File: src/rtl/lcd_scan_pkg.sv
package lcd_scan_pkg;
  typedef logic [1:0] lvl_t;

  localparam lvl_t LVL_OFF = 2'd0;

  function automatic lvl_t com_select(input logic pol);
    return pol ? 2'd0 : 2'd3;
  endfunction

  function automatic lvl_t com_idle(input logic pol, input logic half);
    if (half) return 2'd2;
    return pol ? 2'd2 : 2'd1;
  endfunction

  function automatic lvl_t seg_on(input logic pol);
    return pol ? 2'd3 : 2'd0;
  endfunction

  function automatic lvl_t seg_off(input logic pol, input logic half);
    if (half) return 2'd2;
    return pol ? 2'd1 : 2'd2;
  endfunction
endpackage

File: src/rtl/lcd_tick_gen.sv
module lcd_tick_gen #(
  parameter int MAIN_DIV = 8192,
  parameter int SLOW_DIV = 32
) (
  input  logic       clk,
  input  logic       rst,
  input  logic       run,
  input  logic       src_main,
  input  logic       slow_tick,
  input  logic [1:0] div_code,
  output logic       step
);
  localparam int MAXD = (MAIN_DIV > SLOW_DIV) ? MAIN_DIV : SLOW_DIV;
  localparam int CW   = $clog2(MAXD);

  logic [CW-1:0] pcnt;
  logic [2:0]    dcnt;
  logic          src_tick, pre_tick;
  logic [CW-1:0] lim;
  logic [2:0]    dlim;

  assign src_tick = src_main | slow_tick;
  assign lim      = src_main ? CW'(MAIN_DIV - 1) : CW'(SLOW_DIV - 1);
  assign pre_tick = (src_main ? 1'b1 : slow_tick) && (pcnt >= lim);
  assign dlim     = (3'd1 << div_code) - 3'd1;

  always_ff @(posedge clk) begin
    if (rst || !run) begin
      pcnt <= '0;
      dcnt <= '0;
      step <= 1'b0;
    end else begin
      step <= 1'b0;
      if (src_main || src_tick) begin
        if ((src_main || slow_tick) && pre_tick) pcnt <= '0;
        else if (src_main || slow_tick)          pcnt <= pcnt + 1'b1;
      end
      if (pre_tick) begin
        if (dcnt >= dlim) begin
          dcnt <= '0;
          step <= 1'b1;
        end else begin
          dcnt <= dcnt + 1'b1;
        end
      end
    end
  end


  step_spacing_chk: assert property (@(posedge clk) disable iff (rst)
    step |=> !step);
endmodule

File: src/rtl/lcd_phase_seq.sv
module lcd_phase_seq #(
  parameter int NCOM = 4
) (
  input  logic                    clk,
  input  logic                    rst,
  input  logic                    run,
  input  logic                    step,
  input  logic [1:0]              duty,
  input  logic                    type_b,
  output logic [$clog2(NCOM)-1:0] phase,
  output logic                    pol
);
  localparam int PH_W = $clog2(NCOM);

  logic [1:0] duty_q;
  logic       last;

  assign last = (phase >= PH_W'(duty));

  always_ff @(posedge clk) begin
    if (rst) duty_q <= '0;
    else     duty_q <= duty;
  end

  always_ff @(posedge clk) begin
    if (rst || !run || (duty != duty_q)) begin
      phase <= '0;
      pol   <= 1'b0;
    end else if (step) begin
      if (last) begin
        phase <= '0;
        pol   <= ~pol;
      end else begin
        phase <= phase + 1'b1;
        if (!type_b) pol <= ~pol;
      end
    end
  end


  phase_range_chk: assert property (@(posedge clk) disable iff (rst)
    (run && $stable(duty)) |-> (phase <= PH_W'(duty)));


  phase_hold_chk: assert property (@(posedge clk) disable iff (rst)
    (run && !step) |=> ($stable(phase) || !run || !$stable(duty)));


  type_a_flip_chk: assert property (@(posedge clk) disable iff (rst)
    (run && step && !type_b && $stable(duty)) |=> ((pol != $past(pol)) || !run || !$stable(duty)));
endmodule

File: src/rtl/lcd_pin_mux.sv
module lcd_pin_mux #(
  parameter int NSEG     = 24,
  parameter int INV_FROM = 16,
  parameter int TAP_LO   = 22
) (
  input  logic            clk,
  input  logic            rst,
  input  logic [NSEG-1:0] dis,
  input  logic [NSEG-1:0] dir,
  input  logic [NSEG-1:0] port_out,
  input  logic            tap_sel,
  output logic [NSEG-1:0] owned,
  output logic [NSEG-1:0] pin_lcd,
  output logic [NSEG-1:0] pin_port
);
  for (genvar i = 0; i < NSEG; i++) begin : g_pin
    logic want;
    if (i >= INV_FROM) begin : g_inv
      assign want = dis[i];
    end else begin : g_norm
      assign want = ~dis[i];
    end
    if (i >= TAP_LO) begin : g_tap
      assign owned[i] = dir[i] & want & ~tap_sel;
    end else begin : g_plain
      assign owned[i] = dir[i] & want;
    end
  end

  always_ff @(posedge clk) begin
    if (rst) begin
      pin_lcd  <= '0;
      pin_port <= '0;
    end else begin
      pin_lcd  <= owned;
      pin_port <= port_out & dir & ~owned;
    end
  end


  tap_reserve_chk: assert property (@(posedge clk) disable iff (rst)
    $past(tap_sel) |-> (pin_lcd[NSEG-1:TAP_LO] == '0));


  dir_gate_chk: assert property (@(posedge clk) disable iff (rst)
    ((~$past(dir)) & pin_lcd) == '0);
endmodule

File: src/rtl/lcd_scan_ctrl.sv
module lcd_scan_ctrl
  import lcd_scan_pkg::*;
#(
  parameter int NSEG     = 24,
  parameter int NCOM     = 4,
  parameter int MAIN_DIV = 8192,
  parameter int SLOW_DIV = 32
) (
  input  logic              clk,
  input  logic              rst,
  input  logic              slow_tick,
  input  logic              wr_en,
  input  logic [5:0]        wr_addr,
  input  logic [7:0]        wr_data,
  input  logic [NSEG-1:0]   port_dir,
  input  logic [NSEG-1:0]   port_out,
  input  logic              tap_sel,
  output logic [2*NCOM-1:0] com_lvl,
  output logic [2*NSEG-1:0] seg_lvl,
  output logic [NSEG-1:0]   pin_lcd,
  output logic [NSEG-1:0]   pin_port
);
  localparam int NBYTE = NSEG / 8;
  localparam int PH_W  = $clog2(NCOM);

  logic [7:0]      mode_q;
  logic [NSEG-1:0] dis_q;
  logic            en, src_main, half, type_b, run, step, pol;
  logic [1:0]      duty, div_code;
  logic [PH_W-1:0] phase;
  logic            ram_we;
  logic [NSEG-1:0] row_q;
  logic [NSEG-1:0] owned;
  logic            s1_run, s1_pol;
  logic [PH_W-1:0] s1_phase;

  assign en       = mode_q[0];
  assign src_main = mode_q[1];
  assign duty     = mode_q[3:2];
  assign div_code = mode_q[5:4];
  assign half     = mode_q[6];
  assign type_b   = mode_q[7];
  assign run      = en && (duty != 2'd0);
  assign ram_we   = wr_en && (wr_addr[5:4] == 2'b01);

  always_ff @(posedge clk) begin
    if (rst) begin
      mode_q <= '0;
      dis_q  <= '0;
    end else if (wr_en) begin
      if (wr_addr == 6'd0) mode_q <= wr_data;
      for (int b = 0; b < NBYTE; b++)
        if (wr_addr == 6'(b + 1)) dis_q[b*8 +: 8] <= wr_data;
    end
  end

  lcd_tick_gen #(.MAIN_DIV(MAIN_DIV), .SLOW_DIV(SLOW_DIV)) u_tick (
    .clk(clk), .rst(rst), .run(run), .src_main(src_main),
    .slow_tick(slow_tick), .div_code(div_code), .step(step)
  );

  lcd_phase_seq #(.NCOM(NCOM)) u_seq (
    .clk(clk), .rst(rst), .run(run), .step(step), .duty(duty),
    .type_b(type_b), .phase(phase), .pol(pol)
  );

  lcd_pin_mux #(.NSEG(NSEG), .INV_FROM(16), .TAP_LO(NSEG - 2)) u_mux (
    .clk(clk), .rst(rst), .dis(dis_q), .dir(port_dir),
    .port_out(port_out), .tap_sel(tap_sel), .owned(owned),
    .pin_lcd(pin_lcd), .pin_port(pin_port)
  );

  // Display RAM: one narrow memory per segment byte, synchronous read
  for (genvar b = 0; b < NBYTE; b++) begin : g_ram
    logic [7:0] mem [NCOM];
    always_ff @(posedge clk) begin
      if (ram_we && (wr_addr[1:0] == 2'(b)))
        mem[wr_addr[2 +: PH_W]] <= wr_data;
      row_q[b*8 +: 8] <= mem[phase];
    end
  end

  // Stage 1: align phase and polarity with the RAM read
  always_ff @(posedge clk) begin
    if (rst) begin
      s1_run   <= 1'b0;
      s1_pol   <= 1'b0;
      s1_phase <= '0;
    end else begin
      s1_run   <= run;
      s1_pol   <= pol;
      s1_phase <= phase;
    end
  end

  // Stage 2: registered level codes
  for (genvar k = 0; k < NCOM; k++) begin : g_com
    always_ff @(posedge clk) begin
      if (rst || !s1_run)                  com_lvl[2*k +: 2] <= LVL_OFF;
      else if (s1_phase == PH_W'(k))       com_lvl[2*k +: 2] <= com_select(s1_pol);
      else if (3'(k) <= {1'b0, duty})      com_lvl[2*k +: 2] <= com_idle(s1_pol, half);
      else                                 com_lvl[2*k +: 2] <= LVL_OFF;
    end
  end

  for (genvar i = 0; i < NSEG; i++) begin : g_seg
    always_ff @(posedge clk) begin
      if (rst || !s1_run || !owned[i]) seg_lvl[2*i +: 2] <= LVL_OFF;
      else if (row_q[i])               seg_lvl[2*i +: 2] <= seg_on(s1_pol);
      else                             seg_lvl[2*i +: 2] <= seg_off(s1_pol, half);
    end
  end


  off_when_idle_chk: assert property (@(posedge clk) disable iff (rst)
    !$past(run, 2) |-> ((com_lvl == '0) && (seg_lvl == '0)));
endmodule

File: config.mk
export PLATFORM = sky130hd
export DESIGN_NAME = lcd_scan_ctrl
export DESIGN_NICKNAME = d
export VERILOG_FILES = /design/src/rtl/lcd_scan_pkg.sv /design/src/rtl/lcd_tick_gen.sv /design/src/rtl/lcd_phase_seq.sv /design/src/rtl/lcd_pin_mux.sv /design/src/rtl/lcd_scan_ctrl.sv
export SDC_FILE = /design/constraint.sdc
export NUM_CORES = 1
export LEC_CHECK = 0
export BUFFER_PORTS_ARGS = -buffer_cell sky130_fd_sc_hd__buf_2
export CAP_MARGIN = 20
export CORE_ASPECT_RATIO = 2
export CORE_MARGIN = 8
export CORE_UTILIZATION = 45
export DETAILED_ROUTE_END_ITERATION = 16
export PLACE_DENSITY_LB_ADDON = 0.12
export SKIP_LAST_GASP = 1
export SYNTH_ARGS = -nofsm -noshare
export SYNTH_HDL_FRONTEND = slang
export SYNTH_SLANG_ARGS = --single-unit
File: constraint.sdc
create_clock -name clk -period 3.59 [get_ports clk]
set_clock_uncertainty 0.1 [all_clocks]
set_input_delay 0.5385 -clock clk [delete_from_list [all_inputs] [get_ports clk]]
set_output_delay 0.5385 -clock clk [all_outputs]
set_load 0.01 [all_outputs]
### After elaboration in Yosys (flattened, before gate mapping)

Memory sizes are Yosys's and may differ from the RTL's. A register that Yosys moved wholly into a read port is not among the register bits.
Index checks and enable logic that the tools add are counted.

| word-level totals | value |
|---|---|
| flip-flop bits (word level) | 162 |
| bits in writable memories | 96 |
| memories kept | 3 |
| bits of input ports | 67 |
| word-level logic and storage cells | 330 |
| output and inout port bits | 104 |

Memories:

| memory | depth | bits a word | read ports | clocked after Yosys merged registers in | wr ports | RTL line | text |
|---|---|---|---|---|---|---|---|
| g_ram[0].mem | 4 | 8 | 1 | 1 | 1 | lcd_scan_ctrl.sv:75 | `logic [7:0] mem [NCOM];` |
| g_ram[1].mem | 4 | 8 | 1 | 1 | 1 | lcd_scan_ctrl.sv:75 |  |
| g_ram[2].mem | 4 | 8 | 1 | 1 | 1 | lcd_scan_ctrl.sv:75 |  |

| cells by class | value |
|---|---|
| reduce and logical (&&, ||, !) cells | 74 |
| $add $sub $neg | 4 |
| equal/unequal tests | 11 |
| bitwise gates (word level) | 49 |
| mux-type cells | 139 |
| $lt $le $gt $ge | 6 |
| shift operators | 1 |

Operators by type and width:

| operator | number |
|---|---|
| two-way mux 2 bit | 65 |
| two-way mux 1 bit | 70 |
| bitwise AND 24 bit | 2 |
| two-way mux 13 bit | 3 |
| logical OR 1 bit | 29 |
| bitwise AND 1 bit | 26 |
| zero test 1 bit | 26 |
| NOT 24 bit | 1 |
| NOT 1 bit | 19 |
| adder 13 x 1 -> 13 bit, second input constant | 1 |
| >= comparator 13 bit | 1 |
| equality test 6 x 2 -> 1 bit, second input constant | 2 |
| AND reduction 2 bit | 6 |
| logical AND 1 bit | 7 |
| equality test 2 x 1 -> 1 bit, second input constant | 3 |
| equality test 2 bit, second input constant | 3 |
| equality test 6 x 1 -> 1 bit, second input constant | 1 |
| zero test 6 bit | 1 |
| <= comparator 2 bit, first input constant | 2 |
| zero test 2 bit | 2 |
| nonzero test 2 bit | 2 |
| adder 3 x 1 -> 3 bit, second input constant | 1 |
| >= comparator 3 bit | 1 |
| two-way mux 3 bit | 1 |
| 9 further kinds | 9 |

### Logic depth before layout (Yosys ltp)

| logic depth | value |
|---|---|
| word-level depth | 7 |
| gate-level depth with buffers | 8 |
| gate-level depth less buffers | 7 |

### Modules after synthesis

Synthesis repeated with hierarchy kept, for this count alone.

| unflattened totals | value |
|---|---|
| cell total of the unflattened synthesis | 790 |
| area total of the unflattened synthesis | 10263.6 sq um |

By module, submodules not included:

| module | cells each | seq. area each (sq um) | area each (sq um) | times used |
|---|---|---|---|---|
| lcd_scan_ctrl | 512 | 5205.0 | 7363.3 | 1 |
| lcd_pin_mux | 128 | 960.9 | 1606.5 | 1 |
| lcd_tick_gen | 122 | 340.3 | 1019.7 | 1 |
| lcd_phase_seq | 28 | 100.1 | 274.0 | 1 |

### Least setup slack after synthesis

Ideal clock, no wire load.

| path | value |
|---|---|
| kind | register to register |
| from | register mode_q[1] |
| to | register u_tick.pcnt[10] |
| buffers on the path | 1 |
| arrival time | 1.904 ns |
| period minus slack after synthesis | 2.122 ns |
| data required time | 3.373 ns |
| setup time | 0.117 ns |
| cell stages (with the launch flop) | 9 |
| setup slack | 1.468 ns |
| path through | dfxtp_1 inv_1 ha_1 nand4_1 nor4_1 nor3_1 o21ai_1 buf_2 nor2_1 |

| between the ends | value |
|---|---|
| longest elaborated chain between the ends | 6 |
| elaborated cells between the ends (all ways) | 11 |
| classes of those cells | order compare: 1; mux: 3; bitwise: 1; reduce/logical: 6 |

Ends and longest elaborated chain:

| element | RTL line | text |
|---|---|---|
| start: declaration | lcd_scan_ctrl.sv:26 | `logic [7:0] mode_q;` |
| start signal: assignment | lcd_scan_ctrl.sv:51 | `if (wr_addr == 6'd0) mode_q <= wr_data;` |
| two-way mux 13 bit | lcd_tick_gen.sv:23 | `assign lim = src_main ? CW'(MAIN_DIV - 1) : CW'(SLOW_DIV - 1);` |
| >= comparator 13 bit | lcd_tick_gen.sv:24 | `assign pre_tick = (src_main ? 1'b1 : slow_tick) && (pcnt >= lim);` |
| logical AND 1 bit | lcd_tick_gen.sv:24 |  |
| logical AND 1 bit | lcd_tick_gen.sv:35 | `if ((src_main \|\| slow_tick) && pre_tick) pcnt <= '0;` |
| nonzero test 2 bit (no source line) | - |  |
| AND reduction 2 bit (no source line) | - |  |
| end signal: assignment | lcd_tick_gen.sv:36 | `else if (src_main \|\| slow_tick) pcnt <= pcnt + 1'b1;` |
| end: declaration | lcd_tick_gen.sv:16 | `logic [CW-1:0] pcnt;` |

Several ways; a longest one is shown, not always the timed one.
A chain may end at the register's enable or synchronous reset.

### Final worst setup path

| path | value |
|---|---|
| from | register mode_q[1] |
| to | register u_tick.dcnt[2] |

| between the ends | value |
|---|---|
| longest elaborated chain between the ends | 3 |
| elaborated cells between the ends (all ways) | 4 |
| classes of those cells | order compare: 1; mux: 2; reduce/logical: 1 |

Ends and longest elaborated chain:

| element | RTL line | text |
|---|---|---|
| two-way mux 13 bit | lcd_tick_gen.sv:23 |  |
| >= comparator 13 bit | lcd_tick_gen.sv:24 |  |
| logical AND 1 bit (*) | lcd_tick_gen.sv:24 |  |
| end signal: assignment | lcd_tick_gen.sv:43 | `dcnt <= dcnt + 1'b1;` |
| end: declaration | lcd_tick_gen.sv:17 | `logic [2:0] dcnt;` |

Mark *: on every way between the ends. The rest lies on a longest branch, timed or not.

==> flow_summary.json <==
{
  "status": "finished, final reports clean",
  "min_period_ns": 2.48,
  "cp_max_fo": 14,
  "min-delay-start": "port_out[21]",
  "rows": 77,
  "die_w_um": 121,
  "seq_area_um2": 6610,
  "finalSetupViolCount": 0,
  "fillers": 1932,
  "final_core_util_pct": 54.2,
  "cts_tree": "yes",
  "insertion_delay_ns": 0.52,
  "routed_wl_um": 22700,
  "setup_tns_ns": 0,
  "crit_required_ns": 3.94,
  "fin_ws_ns": 1.11,
  "overflow": 0,
  "worstMarginPinSlew_ns": 0.824,
  "via_per_inst": 5.10,
  "drc_errors": 0,
  "vias": 6263,
  "ctsHoldBuffers": 0,
  "post_cts_resize_count": 0,
  "rr_startpoint": "mode_q[1]",
  "syn_nets": 841,
  "period_share_pct": 69.2,
  "pwr_density_cell_nw_per_um2": 501,
  "antenna_found_initial": 0,
  "syn_area_um2": 9980,
  "ys_types": 45,
  "drt_iter0_drc": 428,
  "multi_input_area_um2": 3170,
  "ys.flop_type": "dfxtp_1",
  "synth_xor_area_share_pct": 1.23,
  "worstPathArrival_ns": 2.83,
  "ios": 171,
  "insertedDiodeCount": 0,
  "yosys.area.top_type": "dfxtp_1",
  "gp_congestion": 0.808,
  "grt_pass1_vias": 6472,
  "layout-drive-gt1-share_pct": 26.8,
  "synth_compound_area_share_pct": 3.04,
  "firstDrtPassIters": 4,
  "syn2layout_area_growth_pct": 19.5,
  "routedWlPerCell_um": 18.5,
  "port_buffers": 170,
  "synth_common_cells": "dfxtp_1, edfxtp_1, nor2_1",
  "die_h_um": 227,
  "ir_worst_vdd_mv": 0.383,
  "synth_top_family_by_area": "simple AND/OR/NAND/NOR gates",
  "ys_ff_latch": 282,
  "cts_max_path_buffers": 3,
  "fmax_mhz": 403,
  "worstSetupStartpoint": "mode_q[1]",
  "cts_root_buf": "clkbuf_16",
  "cts_max_level": 1,
  "hold_class": "primary input to flip-flop",
  "core_area_um2": 22000,
  "synth_edf_count": 96,
  "slew_headroom_pct": 44.9,
  "maxSlewViolCount": 0,
  "dpl.hpwl_um": 16100,
  "async_reset_ff_share_pct": 0,
  "clkTransAtPathRegs_ns": 0.07,
  "p_leak_nw": 4.64,
  "cts.sink_count": 282,
  "cts_inserted_buffers": 25,
  "startpoint_type": "flip-flop",
  "dp_slack_ns": 1.05,
  "yosys-mux-area-fraction_pct": 9.13,
  "rsz0062_at_grt": "no",
  "ys_warn_count": 0,
  "fp.dieArea_um2": 27500,
  "grt_max_degree": 89,
  "postSynthCellCount": 759,
  "synth_top_area_share_pct": 37.3,
  "ant_nets": 0,
  "crit_type": "flip-flop to flip-flop",
  "synthTopCellsByArea": "dfxtp_1, edfxtp_1, mux4_2",
  "nNetsFinal": 1016,
  "gr-usage-all-layers_pct": 16.6,
  "grt_pass1_wl_um": 35400,
  "initial_core_util_pct": 45.4,
  "hold_violations": 0,
  "post_cts_buffers": 0,
  "synthAdderAreaFrac_pct": 1.88,
  "avgSynthCellArea_um2": 13.1,
  "cp-end-kind": "flip-flop",
  "yosys.area_share.simple_pct": 16.4,
  "post-synth-top-count-cell": "dfxtp_1",
  "ys_seq_area_share_pct": 66.2,
  "maxCapViolCount": 0
}
through the flow:
| stage | total power, mW | std cells | hold WS, ns | cell area [um^2] |
|---|---|---|---|---|
| 2_1_floorplan | 3.45 | 759 | 0.313 | 9980 |
| 3_3_place_gp | 3.55 | 1183 | 0.339 | 11200 |
| 3_5_place_dp | 3.56 | 1183 | 0.329 | 11200 |
| 4_1_cts | 6.04 | 1228 | 0.154 | 11900 |
| 5_1_grt | 6.17 | 1228 | 0.166 | 11900 |
| 6_report | 5.97 | 1228 | 0.174 | 11900 |
per-layer routing:
layer	share of wire [%]	GRT usage, %	up-vias
met4	2.6	6.29	0
met1	40	18.2	2996
met3	5.3	2.69	36
met5	0	0	-
met2	53	30.8	168
li1	-	-	3063
kinds of logic after synthesis:
| group | after synthesis |
|---|---|
| simple gates | 284 |
| mux | 61 |
| xor+xnor | 14 |
| buf+inv | 51 |
| flops | 282 |
| fa+ha+maj | 15 |
| compound gates | 52 |
path summary, 6_finish.rpt:
path | end | slack (ns) | cells past startpoint
setup / recovery | u_tick.dcnt[2] | 1.11 | 8
hold / removal | u_mux.pin_port[21] | 0.17 | 2
setup reg to reg | u_tick.dcnt[2] | 1.11 | 8
hold reg to reg | u_mux.pin_port[21] | 0.35 | 1
layout make-up:
type	instances	area share, %
well taps	276	2.90
clock buffers	31	5.77
repair buffers	184	8.13
flip-flops and latches	282	55.4
multi-input cells	426	26.6
inverters	15	0.472
clock inverters	14	0.651
cell usage in the layout, fill, tap and decap left out, types with 2 or more instances in the layout:
cell type   Yosys  routed
clkbuf_1       28       2
nand2_1        35      35
or2_2           4       4
clkinvlp_4      0       2
o21a_1          3       3
buf_4           2      13
edfxtp_1       96      96
a21oi_1        14      14
nor3_1         19      19
xor2_1          8       8
and3_1         20      20
clkinv_2        0       4
clkbuf_16       0      25
xnor2_1         6       6
nand4_1         5       5
buf_2           5     170
nand2b_1       11      11
nor3b_1        38      36
a211oi_1        2       2
and4b_1        19      19
inv_1          15      15
clkinv_1        0       4
mux2i_1        37      37
nor2_1         74      74
o21bai_1        2       2
nand3_1         8       8
clkinvlp_2      0       2
ha_1           15      15
o21ai_0        22      22
dfxtp_1       186     186
nor4bb_1        6       6
nand3b_1        7       7
clkbuf_8        0       4
nor2b_1        30      30
o2111ai_1       2       2
o211ai_1        2       2
nor3b_2         0       2
mux4_2         24      24
critical path: stages, from the launching register on:
cell      delay (ns)
dfxtp_1         0.39
inv_1           0.18
ha_1            0.35
a41oi_1         0.21
o21ai_0         0.14
nor3_1          0.48
o21ai_1         0.20
buf_4           0.24
o21bai_1        0.13
power breakdown:
group	leakage [nW]	internal [mW]	total (mW)	switching, mW
Combinational	1.90	0.0610	0.155	0.0940
Sequential	2.38	3.32	3.33	0.00669
Clock	0.370	1.36	2.48	1.12
Total	4.64	4.74	5.97	1.22
state kept, by name (all words and copies together), names as in the netlist, 2 cells and up:
name	count
mode_q	8
u_mux.pin_lcd	24
seg_lvl	48
com_lvl	8
s1_phase	2
dis_q	24
u_tick.pcnt	13
u_seq.duty_q	2
u_seq.phase	2
u_mux.pin_port	24
u_tick.dcnt	3
g_ram.mem	96
row_q	24
Power figures use the tool's default switching activity.
